`src/rtl/hts_pkg.sv`:
```
package hts_pkg;

  typedef enum logic [2:0] {
    TS_FREE   = 3'd0,
    TS_READY  = 3'd1,
    TS_RUN    = 3'd2,
    TS_WAIT_I = 3'd3,
    TS_WAIT_R = 3'd4,
    TS_KILL   = 3'd5
  } tstate_e;

  typedef enum logic [1:0] {
    TAG_SWCH  = 2'd0,
    TAG_END   = 2'd1,
    TAG_IMISS = 2'd2,
    TAG_RWAIT = 2'd3
  } evkind_e;

endpackage

```
`src/rtl/hts_slot.sv`:
```
module hts_slot
  import hts_pkg::*;
#(
  parameter int PCW   = 32,
  parameter int WINW  = 8,
  parameter int LINEW = 8
) (
  input  logic             clk,
  input  logic             rst_n,
  input  logic             alloc,
  input  logic [PCW-1:0]   cre_pc,
  input  logic [WINW-1:0]  cre_win,
  input  logic             ev_hit,
  input  logic [1:0]       ev_kind,
  input  logic [PCW-1:0]   ev_pc,
  input  logic [LINEW-1:0] ev_line,
  input  logic             fill_vld,
  input  logic [LINEW-1:0] fill_line,
  input  logic             wake_hit,
  input  logic             grant,
  output logic             free_o,
  output logic             ready_o,
  output logic             run_o,
  output logic             set_rdy_o,
  output logic [PCW-1:0]   pc_o,
  output logic [WINW-1:0]  win_o
);

  tstate_e          st_q, st_d;
  logic [PCW-1:0]   pc_q, pc_d;
  logic [WINW-1:0]  win_q;
  logic [LINEW-1:0] line_q;
  logic             pc_en, win_en, line_en;
  logic             same_fill;

  assign same_fill = fill_vld && (fill_line == ev_line);

  always_comb begin
    st_d    = st_q;
    pc_d    = ev_pc;
    pc_en   = 1'b0;
    win_en  = 1'b0;
    line_en = 1'b0;
    unique case (st_q)
      TS_FREE: begin
        if (alloc) begin
          st_d   = TS_READY;
          pc_d   = cre_pc;
          pc_en  = 1'b1;
          win_en = 1'b1;
        end
      end
      TS_READY: begin
        if (grant) st_d = TS_RUN;
      end
      TS_RUN: begin
        if (ev_hit) begin
          unique case (evkind_e'(ev_kind))
            TAG_SWCH: begin
              st_d  = TS_READY;
              pc_en = 1'b1;
            end
            TAG_END: st_d = TS_KILL;
            TAG_IMISS: begin
              st_d    = same_fill ? TS_READY : TS_WAIT_I;
              pc_en   = 1'b1;
              line_en = 1'b1;
            end
            TAG_RWAIT: begin
              st_d  = wake_hit ? TS_READY : TS_WAIT_R;
              pc_en = 1'b1;
            end
            default: st_d = st_q;
          endcase
        end
      end
      TS_WAIT_I: begin
        if (fill_vld && (fill_line == line_q)) st_d = TS_READY;
      end
      TS_WAIT_R: begin
        if (wake_hit) st_d = TS_READY;
      end
      TS_KILL: st_d = TS_FREE;
      default: st_d = TS_FREE;
    endcase
  end

  always_ff @(posedge clk or negedge rst_n) begin
    if (!rst_n) st_q <= TS_FREE;
    else        st_q <= st_d;
  end

  always_ff @(posedge clk) begin
    if (pc_en)   pc_q   <= pc_d;
    if (win_en)  win_q  <= cre_win;
    if (line_en) line_q <= ev_line;
  end

  assign free_o    = (st_q == TS_FREE);
  assign ready_o   = (st_q == TS_READY);
  assign run_o     = (st_q == TS_RUN);
  assign set_rdy_o = (st_d == TS_READY) && (st_q != TS_READY);
  assign pc_o      = pc_q;
  assign win_o     = win_q;

endmodule

```
`src/rtl/hts_age_pick.sv`:
```
module hts_age_pick #(
  parameter int N = 16
) (
  input  logic         clk,
  input  logic         rst_n,
  input  logic [N-1:0] rdy,
  input  logic [N-1:0] set_rdy,
  output logic [N-1:0] gnt,
  output logic         any
);

  // older_q[i][j] = 1 : slot i entered the ready set before slot j
  logic [N-1:0][N-1:0] older_q, older_d;
  logic                upd;

  assign upd = |set_rdy;

  always_comb begin
    older_d = older_q;
    for (int i = 0; i < N; i++) begin
      for (int j = 0; j < N; j++) begin
        if (set_rdy[i])      older_d[i][j] = set_rdy[j] && (i < j);
        else if (set_rdy[j]) older_d[i][j] = 1'b1;
      end
    end
  end

  always_ff @(posedge clk or negedge rst_n) begin
    if (!rst_n)   older_q <= '0;
    else if (upd) older_q <= older_d;
  end

  always_comb begin
    for (int i = 0; i < N; i++) begin
      logic blocked;
      blocked = 1'b0;
      for (int j = 0; j < N; j++) begin
        if ((j != i) && rdy[j] && older_q[j][i]) blocked = 1'b1;
      end
      gnt[i] = rdy[i] && !blocked;
    end
  end

  assign any = |rdy;

endmodule

```
`src/rtl/hts_fam_cnt.sv`:
```
module hts_fam_cnt #(
  parameter int N = 16
) (
  input  logic clk,
  input  logic rst_n,
  input  logic inc,
  input  logic dec,
  output logic done
);

  localparam int CW = $clog2(N + 1);

  logic [CW-1:0] cnt_q, cnt_d;
  logic          done_d, cnt_en;

  always_comb begin
    cnt_en = inc ^ dec;
    cnt_d  = cnt_q + CW'(inc) - CW'(dec);
    if (inc)                              done_d = 1'b0;
    else if (dec && (cnt_q == CW'(1)))    done_d = 1'b1;
    else                                  done_d = done;
  end

  always_ff @(posedge clk or negedge rst_n) begin
    if (!rst_n) begin
      cnt_q <= '0;
      done  <= 1'b0;
    end else begin
      if (cnt_en) cnt_q <= cnt_d;
      done <= done_d;
    end
  end

endmodule

```
`src/rtl/hts_sched.sv`:
```
module hts_sched
  import hts_pkg::*;
#(
  parameter int  NTHR  = 16,
  parameter int  PCW   = 32,
  parameter int  WINW  = 8,
  parameter int  LINEW = 8,
  localparam int TIDW  = $clog2(NTHR)
) (
  input  logic             clk,
  input  logic             rst_n,
  input  logic             cre_vld,
  input  logic [PCW-1:0]   cre_pc,
  input  logic [WINW-1:0]  cre_win,
  output logic             cre_room,
  input  logic             ev_vld,
  input  logic [1:0]       ev_kind,
  input  logic [PCW-1:0]   ev_pc,
  input  logic [LINEW-1:0] ev_line,
  input  logic             fill_vld,
  input  logic [LINEW-1:0] fill_line,
  input  logic             wake_vld,
  input  logic [TIDW-1:0]  wake_tid,
  output logic             run_vld,
  output logic [TIDW-1:0]  run_tid,
  output logic [PCW-1:0]   run_pc,
  output logic [WINW-1:0]  run_win,
  output logic             idle,
  output logic             fam_done
);

  // reset: asserted asynchronously, released on a clock edge
  logic rst_s1, rst_n_s;
  always_ff @(posedge clk or negedge rst_n) begin
    if (!rst_n) begin
      rst_s1  <= 1'b0;
      rst_n_s <= 1'b0;
    end else begin
      rst_s1  <= 1'b1;
      rst_n_s <= rst_s1;
    end
  end

  logic [NTHR-1:0] free_vec, rdy_vec, run_vec, set_rdy_vec;
  logic [NTHR-1:0] gnt_vec, alloc_vec;
  logic [PCW-1:0]  pc_arr  [NTHR];
  logic [WINW-1:0] win_arr [NTHR];
  logic            any_rdy, ev_take, disp, run_en, run_vld_d;
  logic [TIDW-1:0] run_tid_q, run_tid_d, gnt_tid;
  logic            run_vld_q;

  assign ev_take = ev_vld && run_vld_q;
  assign disp    = !run_vld_q && any_rdy;

  always_comb begin
    logic found;
    found     = 1'b0;
    alloc_vec = '0;
    for (int i = 0; i < NTHR; i++) begin
      if (!found && free_vec[i]) begin
        alloc_vec[i] = cre_vld;
        found        = 1'b1;
      end
    end
  end

  always_comb begin
    gnt_tid = '0;
    for (int i = 0; i < NTHR; i++) begin
      if (gnt_vec[i]) gnt_tid = TIDW'(i);
    end
  end

  for (genvar g = 0; g < NTHR; g++) begin : g_slot
    hts_slot #(
      .PCW  (PCW),
      .WINW (WINW),
      .LINEW(LINEW)
    ) u_slot (
      .clk      (clk),
      .rst_n    (rst_n_s),
      .alloc    (alloc_vec[g]),
      .cre_pc   (cre_pc),
      .cre_win  (cre_win),
      .ev_hit   (ev_take && (run_tid_q == TIDW'(g))),
      .ev_kind  (ev_kind),
      .ev_pc    (ev_pc),
      .ev_line  (ev_line),
      .fill_vld (fill_vld),
      .fill_line(fill_line),
      .wake_hit (wake_vld && (wake_tid == TIDW'(g))),
      .grant    (disp && gnt_vec[g]),
      .free_o   (free_vec[g]),
      .ready_o  (rdy_vec[g]),
      .run_o    (run_vec[g]),
      .set_rdy_o(set_rdy_vec[g]),
      .pc_o     (pc_arr[g]),
      .win_o    (win_arr[g])
    );
  end

  hts_age_pick #(.N(NTHR)) u_pick (
    .clk    (clk),
    .rst_n  (rst_n_s),
    .rdy    (rdy_vec),
    .set_rdy(set_rdy_vec),
    .gnt    (gnt_vec),
    .any    (any_rdy)
  );

  hts_fam_cnt #(.N(NTHR)) u_fam (
    .clk  (clk),
    .rst_n(rst_n_s),
    .inc  (cre_vld && cre_room),
    .dec  (ev_take && (evkind_e'(ev_kind) == TAG_END)),
    .done (fam_done)
  );

  always_comb begin
    run_en    = ev_take || disp;
    run_vld_d = ev_take ? 1'b0 : disp;
    run_tid_d = disp ? gnt_tid : run_tid_q;
  end

  always_ff @(posedge clk or negedge rst_n_s) begin
    if (!rst_n_s) begin
      run_vld_q <= 1'b0;
      run_tid_q <= '0;
    end else if (run_en) begin
      run_vld_q <= run_vld_d;
      run_tid_q <= run_tid_d;
    end
  end

  assign cre_room = |free_vec;
  assign run_vld  = run_vld_q;
  assign run_tid  = run_tid_q;
  assign run_pc   = pc_arr[run_tid_q];
  assign run_win  = win_arr[run_tid_q];
  assign idle     = !run_vld_q && !any_rdy;

endmodule

```
`config.mk`:
```
export PLATFORM = sky130hd
export DESIGN_NAME = hts_sched
export DESIGN_NICKNAME = d
export VERILOG_FILES = /design/src/rtl/hts_pkg.sv /design/src/rtl/hts_slot.sv /design/src/rtl/hts_age_pick.sv /design/src/rtl/hts_fam_cnt.sv /design/src/rtl/hts_sched.sv
export SDC_FILE = /design/constraint.sdc
export NUM_CORES = 2
export LEC_CHECK = 0
export BUFFER_PORTS_ARGS = -buffer_cell sky130_fd_sc_hd__buf_2
export CORE_MARGIN = 2
export CORE_UTILIZATION = 55
export CTS_BUF_LIST = sky130_fd_sc_hd__clkbuf_4 sky130_fd_sc_hd__clkbuf_8
export DETAILED_ROUTE_END_ITERATION = 12
export PLACE_DENSITY = 0.68
export SYNTH_ARGS = -nofsm -noshare
export SYNTH_HDL_FRONTEND = slang
export SYNTH_SLANG_ARGS = --single-unit
export TNS_END_PERCENT = 100
```
`constraint.sdc`:
```
create_clock -name clk -period 13.7 [get_ports clk]
set_input_delay 0.685 -clock clk [delete_from_list [all_inputs] [get_ports clk]]
set_output_delay 0.685 -clock clk [all_outputs]
set_load 0.01 [all_outputs]
```
# Word level (Yosys, flattened, before mapping)
# Index checks and enable logic that the tools add are counted.
word_totals:
  inputBits: 100
  output_inout_bits: 48
  reg_bits: 1069
op_classes:
  magnitude_cmp: 1
  n_reduce_logical: 657
  addsub: 2
  n_mux: 810
  n_bitwise: 2
  n_eq_ne: 147
ops:
  columns: ["cell", "count"]
  rows:
  - ["32-bit 2-to-1 mux", 34]
  - ["1-bit 2-to-1 mux", 613]
  - ["1-bit logical AND", 358]
  - ["3-bit 2-to-1 mux", 96]
  - ["2-bit AND reduction", 121]
  - ["2-bit nonzero test", 121]
  - ["3-bit case mux with 5 select lines", 16]
  - ["3-bit case mux with 4 select lines", 16]
  - ["8-bit == test", 17]
  - ["32-bit binary-select mux with 4-bit select", 1]
  - ["3-bit by 1-bit == test with 1-bit output (second input constant)", 32]
  - ["3-bit by 2-bit == test with 1-bit output (second input constant)", 32]
  - ["4-bit == test (second input constant)", 16]
  - ["4-bit 2-to-1 mux", 14]
  - ["3-bit == test (second input constant)", 16]
  - ["3-bit zero test", 16]
  - ["3-bit by 1-bit != test with 1-bit output (second input constant)", 16]
  - ["16-bit OR reduction", 3]
  - ["1-bit zero test", 33]
  - ["8-bit binary-select mux with 4-bit select", 1]
  - ["4-bit by 3-bit == test with 1-bit output (second input constant)", 8]
  - ["1-bit case mux with 2 select lines", 16]
  - ["4-bit by 2-bit == test with 1-bit output (second input constant)", 4]
  - ["8-bit 2-to-1 mux", 2]
  - ["14 further kinds", 17]

# Depth between registers and ports, before layout
logic_depth:
  depth_word: 53
  depth_mapped: 19
  mapped_depth_nobuf: 17

# Modules after synthesis
# Synthesis repeated with hierarchy kept, for this count alone.
hier_totals:
  cells_unflattened: 3685
  area_unflattened_um2: 55424.4
by_module_without_submodules:
  columns: ["module", "instances", "seq_area_each_um2", "area_per_inst_um2", "cells_per_inst"]
  rows:
  - ["hts_slot at g_slot[0].u_slot ...", 15, 1516.5, 2474.9, 141]
  - ["hts_age_pick", 1, 6005.8, 9872.0, 904]
  - ["hts_sched", 1, 175.2, 5584.1, 479]
  - ["hts_slot at g_slot[2].u_slot", 1, 1516.5, 2428.6, 143]
  - ["hts_fam_cnt", 1, 150.1, 416.6, 44]

# Least setup slack after synthesis
# Ideal clock, no wire load.
synth_path:
  path_type: "reg2reg"
  startpoint: "reg g_slot[7].u_slot.st_q[1]"
  endpoint: "reg g_slot[7].u_slot.pc_q[0], enable pin"
  path_slack_ns: 8.368
  path_buffers: 1
  setup_time_ns: 0.511
  required_time_ns: 13.189
  synth_period_minus_slack_ns: 5.332
  arrival_ns: 4.821
  path_stages_with_launch: 5
  path_cell_list: "dfrtp_1 > clkbuf_1 > or3b_2 > or3_1 > o41ai_1"
synth_between:
  elab_chain_cells: 5
  word_cells_on_any_way: 6
synth_rtl:
  columns: ["item", "line_no", "text"]
  rows:
  - ["start, declared", "hts_slot.sv:29", "tstate_e st_q, st_d;"]
  - ["start signal, assigned", "hts_slot.sv:90", "else st_q <= st_d;"]
  - ["3-bit zero test", "hts_slot.sv:44, hts_slot.sv:99", null]
  - ["1-bit logical AND", "hts_sched.sv:60", "if (!found && free_vec[i]) begin"]
  - ["1-bit 2-to-1 mux", "hts_sched.sv:60", null]
  - ["1-bit 2-to-1 mux", "hts_slot.sv:46", "if (alloc) begin"]
  - ["1-bit case mux with 2 select lines *", "hts_slot.sv:44", "unique case (st_q)"]
  - ["via g_slot[7].u_slot.pc_en", "hts_slot.sv:33", "logic pc_en, win_en, line_en;"]
  - ["end signal, assigned", "hts_slot.sv:94", "if (pc_en) pc_q <= pc_d;"]
  - ["end, declared", "hts_slot.sv:30", "logic [PCW-1:0] pc_q, pc_d;"]
# Mark *: on every way through the listed nets, which the timed path passes. The rest lies on a longest branch.
# A chain may end at the register's enable or synchronous reset.

# Final worst setup path
layout_path:
  startpoint: "reg g_slot[1].u_slot.st_q[2]"
  endpoint: "reg u_fam.cnt_q[4]"
layout_between:
  elab_chain_cells: 5
  word_cells_on_any_way: 6
layout_rtl:
  columns: ["item", "line_no", "text"]
  rows:
  - ["start, declared", "hts_slot.sv:29", null]
  - ["start signal, assigned", "hts_slot.sv:90", null]
  - ["3-bit zero test *", "hts_slot.sv:99", "assign free_o = (st_q == TS_FREE);"]
  - ["16-bit OR reduction *", "hts_sched.sv:135", "assign cre_room = |free_vec;"]
  - ["1-bit logical AND *", "hts_sched.sv:114", ".inc (cre_vld && cre_room),"]
  - ["5-bit by 1-bit adder with 5-bit output", "hts_fam_cnt.sv:18", "cnt_d = cnt_q + CW'(inc) - CW'(dec);"]
  - ["5-bit by 1-bit subtractor with 5-bit output", "hts_fam_cnt.sv:18", null]
  - ["end signal, assigned", "hts_fam_cnt.sv:29", "if (cnt_en) cnt_q <= cnt_d;"]
  - ["end, declared", "hts_fam_cnt.sv:13", "logic [CW-1:0] cnt_q, cnt_d;"]
# Mark *: on every way between the ends. The rest lies on a longest branch, timed or not.

==> metrics.yaml <==
timing.setup.tns_ns: 0
drtIter0Drc: 4164
initial_core_util: 0.557
drt_wl_total_um: 164000
design.die.area_um2: 95500
cts_sinks: 1069
avgSynthCellArea_um2: 14.2
yosysWarningCount: 0
netlist_area_um2: 51200
fin_crit_sh: 0.360
htree_num_levels: 4
grt_pass1_wl_um: 236000
grt_max_degree: 163
cts_tree: "built"
worstPathArrival_ns: 5.69
synth-async-reset-ratio: 0.282
layout.filler_cells: 6974
clockBufferDepth: 3
antenna_found_initial: 16
syn-num-nets: 3709
endpoint_kind: "register"
violations: "max-capacitance violations"
fp.dieW_um: 309
setup_viol: 0
num_rows: 111
gp_congestion: 1.01
finalHoldViolCount: 0
reg2reg_depth: 17
ir_worst_vdd_mv: 0.141
nNetsFinal: 3807
die_h_um: 309
drv_slew: 0
drc: 0
dominantRegCellSynth: "edfxtp_1"
cp_max_fo: 24
wl_per_cell_um: 32.2
io_buffers: 147
p_leak_nw: 20.9
skew_ns: 0.0385
syn_to_final_growth_pct: 10.9
start_kind: "register"
power_density_nw_per_um2: 194
crit_type: "register to register"
syn-instance-count: 3602
root_buffer: "clkbuf_8"
overflow: 0
coreArea_um2: 91900
drv_cap: 1
drtPass1Iterations: 8
cts_resized: 0
final_util: 0.617
dp_hpwl_um: 96900
drive_above_1_share: 0.314
fin_crit_ns: 4.93
worst_pin_slew_ns: 1.44
grt_pass1_vias: 34500
fmax_mhz: 203
hold_class: "input port to asynchronous set/reset pin"
numCtsBuffers: 177
routed_via_density: 6.69
maxSlewHeadroom: 0.0150
clk_latency_ns: 0.86
ant_nets: 0
synth_seq_cells: 1069
yosysSeqAreaShare: 0.598
cts.clk_slew.worst_paths_ns: 0.06
vias: 34000
rsz0062_at_grt: "false"
synth_edf_count: 768
grtUsageTotal: 0.345
io_pins: 148
status: "complete, but fails checks"
synthDistinctLibCells: 75
cp.required_ns: 14.46
timing repair:
item / 4_1_cts / 5_1_grt
buffers inserted: 0 / 0
hold endpoints to repair: 2 / 0
hold buffers: 1 / 0
per-stage QoR:
stage / worst slack, ns / instance area, um2 / instances / power (W) / hold slack [ns]
2_1_floorplan: 4.69 / 51200 / 3602 / 0.00675 / 0.331
3_3_place_gp: 8.84 / 53200 / 4763 / 0.00813 / 0.339
3_5_place_dp: 8.84 / 53200 / 4763 / 0.00821 / 0.331
4_1_cts: 8.83 / 56800 / 5082 / 0.0110 / 0.0886
5_1_grt: 8.44 / 56800 / 5083 / 0.0114 / 0.128
6_report: 8.77 / 56800 / 5085 / 0.0110 / 0.146
cell usage after synthesis, types with 5 or more instances:
| library cell | count | area, um2 |
|---|---|---|
| a22oi_1 | 14 | 105 |
| nor2_1 | 73 | 274 |
| nor4_1 | 24 | 150 |
| a21o_1 | 127 | 953 |
| a21oi_1 | 42 | 210 |
| or3_1 | 32 | 200 |
| nor3_2 | 9 | 90.1 |
| a31oi_1 | 25 | 156 |
| xnor2_1 | 76 | 666 |
| inv_1 | 43 | 161 |
| nand2_1 | 428 | 1610 |
| buf_1 | 27 | 101 |
| dfrtp_1 | 301 | 7530 |
| nand3_1 | 21 | 105 |
| nor2b_1 | 15 | 93.8 |
| ha_1 | 6 | 75.1 |
| edfxtp_1 | 768 | 23100 |
| mux4_2 | 200 | 4500 |
| nand3b_1 | 13 | 97.6 |
| or4_1 | 6 | 45.0 |
| mux2_2 | 385 | 4340 |
| and2_1 | 5 | 31.3 |
| a311oi_1 | 9 | 78.8 |
| a2111oi_0 | 61 | 534 |
| o21bai_1 | 5 | 37.5 |
| clkbuf_1 | 260 | 976 |
| nor4bb_1 | 166 | 1660 |
| nor3b_1 | 18 | 135 |
| nand2b_1 | 7 | 43.8 |
| nor3_1 | 44 | 220 |
| or3b_2 | 25 | 219 |
| o21ai_0 | 41 | 205 |
| or2_2 | 8 | 50.1 |
| o21a_1 | 106 | 796 |
| xor2_1 | 63 | 552 |
| and3_1 | 9 | 56.3 |
| nand4_1 | 36 | 225 |
| buf_2 | 32 | 160 |
critical path, cell delays in order (launching register included):
cell and delay, ns:
dfrtp_1 0.83, nor3_1 0.22, or4_1 0.71, nor4b_1 0.57, nand2_1 0.09, or3_1 0.49
nand2_1 0.12, ha_1 0.28, inv_1 0.08, ha_1 0.22, inv_1 0.08, fa_1 0.22
inv_1 0.06, a21oi_1 0.15, nor2_1 0.07, or3_1 0.32, a21oi_1 0.20, xor2_1 0.15
kinds of logic after synthesis:
family | count (synthesis) | synth area share
adder cells (fa/ha/maj) | 7 | 0.00186
multiplexers | 585 | 0.173
AND/OR/NAND/NOR | 966 | 0.110
AO/OA/AOI/OAI | 466 | 0.0664
other | 1 | 0.0000732
flip-flops | 1069 | 0.598
XOR/XNOR | 139 | 0.0238
buffers and inverters | 369 | 0.0281
path summary, 6_finish.rpt:
check,start,slack [ns],endpoint
min,rst_n,0.15,rst_s1
max,g_slot[1].u_slot.st_q[2],8.77,u_fam.cnt_q[4]
max reg2reg,g_slot[1].u_slot.st_q[2],8.77,u_fam.cnt_q[4]
min in group clk,cre_vld,0.16,u_fam.done
min reg2reg,rst_n_s,0.31,g_slot[3].u_slot.st_q[1]
max in group asynchronous,rst_n_s,12.03,u_pick.older_q[179]
power by group:
part | leakage (nW) | internal, W | switching [W]
Combinational | 8.55 | 0.00159 | 0.00209
Sequential | 10.5 | 0.00407 | 0.000485
Clock | 1.88 | 0.00153 | 0.00128
Total | 20.9 | 0.00719 | 0.00385
per-layer routing:
metal,share of wire,track usage,vias to the layer above
li1,-,-,14000
met1,0.38,0.453,17400
met2,0.47,0.546,2075
met3,0.11,0.0930,463
met4,0.043,0.146,20
met5,0.00079,0,-
layout by cell type, fill, tap and decap left out, types with 19 or more instances in the layout:
master | Yosys | final
a2111oi_0 | 61 | 58
a21o_1 | 127 | 121
a21oi_1 | 42 | 42
a31oi_1 | 25 | 25
buf_2 | 32 | 147
buf_4 | 1 | 91
clkbuf_4 | 0 | 56
clkbuf_8 | 0 | 206
clkinv_1 | 4 | 36
dfrtp_1 | 301 | 297
edfxtp_1 | 768 | 768
inv_1 | 43 | 40
mux2_2 | 385 | 385
mux4_2 | 200 | 200
nand2_1 | 428 | 426
nand3_1 | 21 | 19
nand4_1 | 36 | 36
nor2_1 | 73 | 70
nor3_1 | 44 | 42
nor4_1 | 24 | 24
nor4bb_1 | 166 | 166
o21a_1 | 106 | 106
o21ai_0 | 41 | 38
or3_1 | 32 | 32
or3b_2 | 25 | 25
xnor2_1 | 76 | 76
xor2_1 | 63 | 63
layout make-up:
type,instances,area [um2],area share
antenna,3,7.51,0.000132
clock buffer,262,3260,0.0574
clock inverter,56,274,0.00483
inverter,47,178,0.00313
multi-input combinational,2164,19400,0.342
sequential,1069,30600,0.539
tap,1243,1560,0.0274
timing repair buffer,241,1470,0.0259
flip-flops by register name, indices dropped and copies added, names as in the netlist:
register	flops
run_vld	1
g_slot.u_slot.line_q	128
rst_n_s	1
g_slot.u_slot.win_o	128
rst_s1	1
u_fam.done	1
run_tid	4
g_slot.u_slot.pc_o	512
u_fam.cnt_q	5
g_slot.u_slot.st_q	48
u_pick.older_q	240
Note: power is estimated with default switching activity, not from simulation.
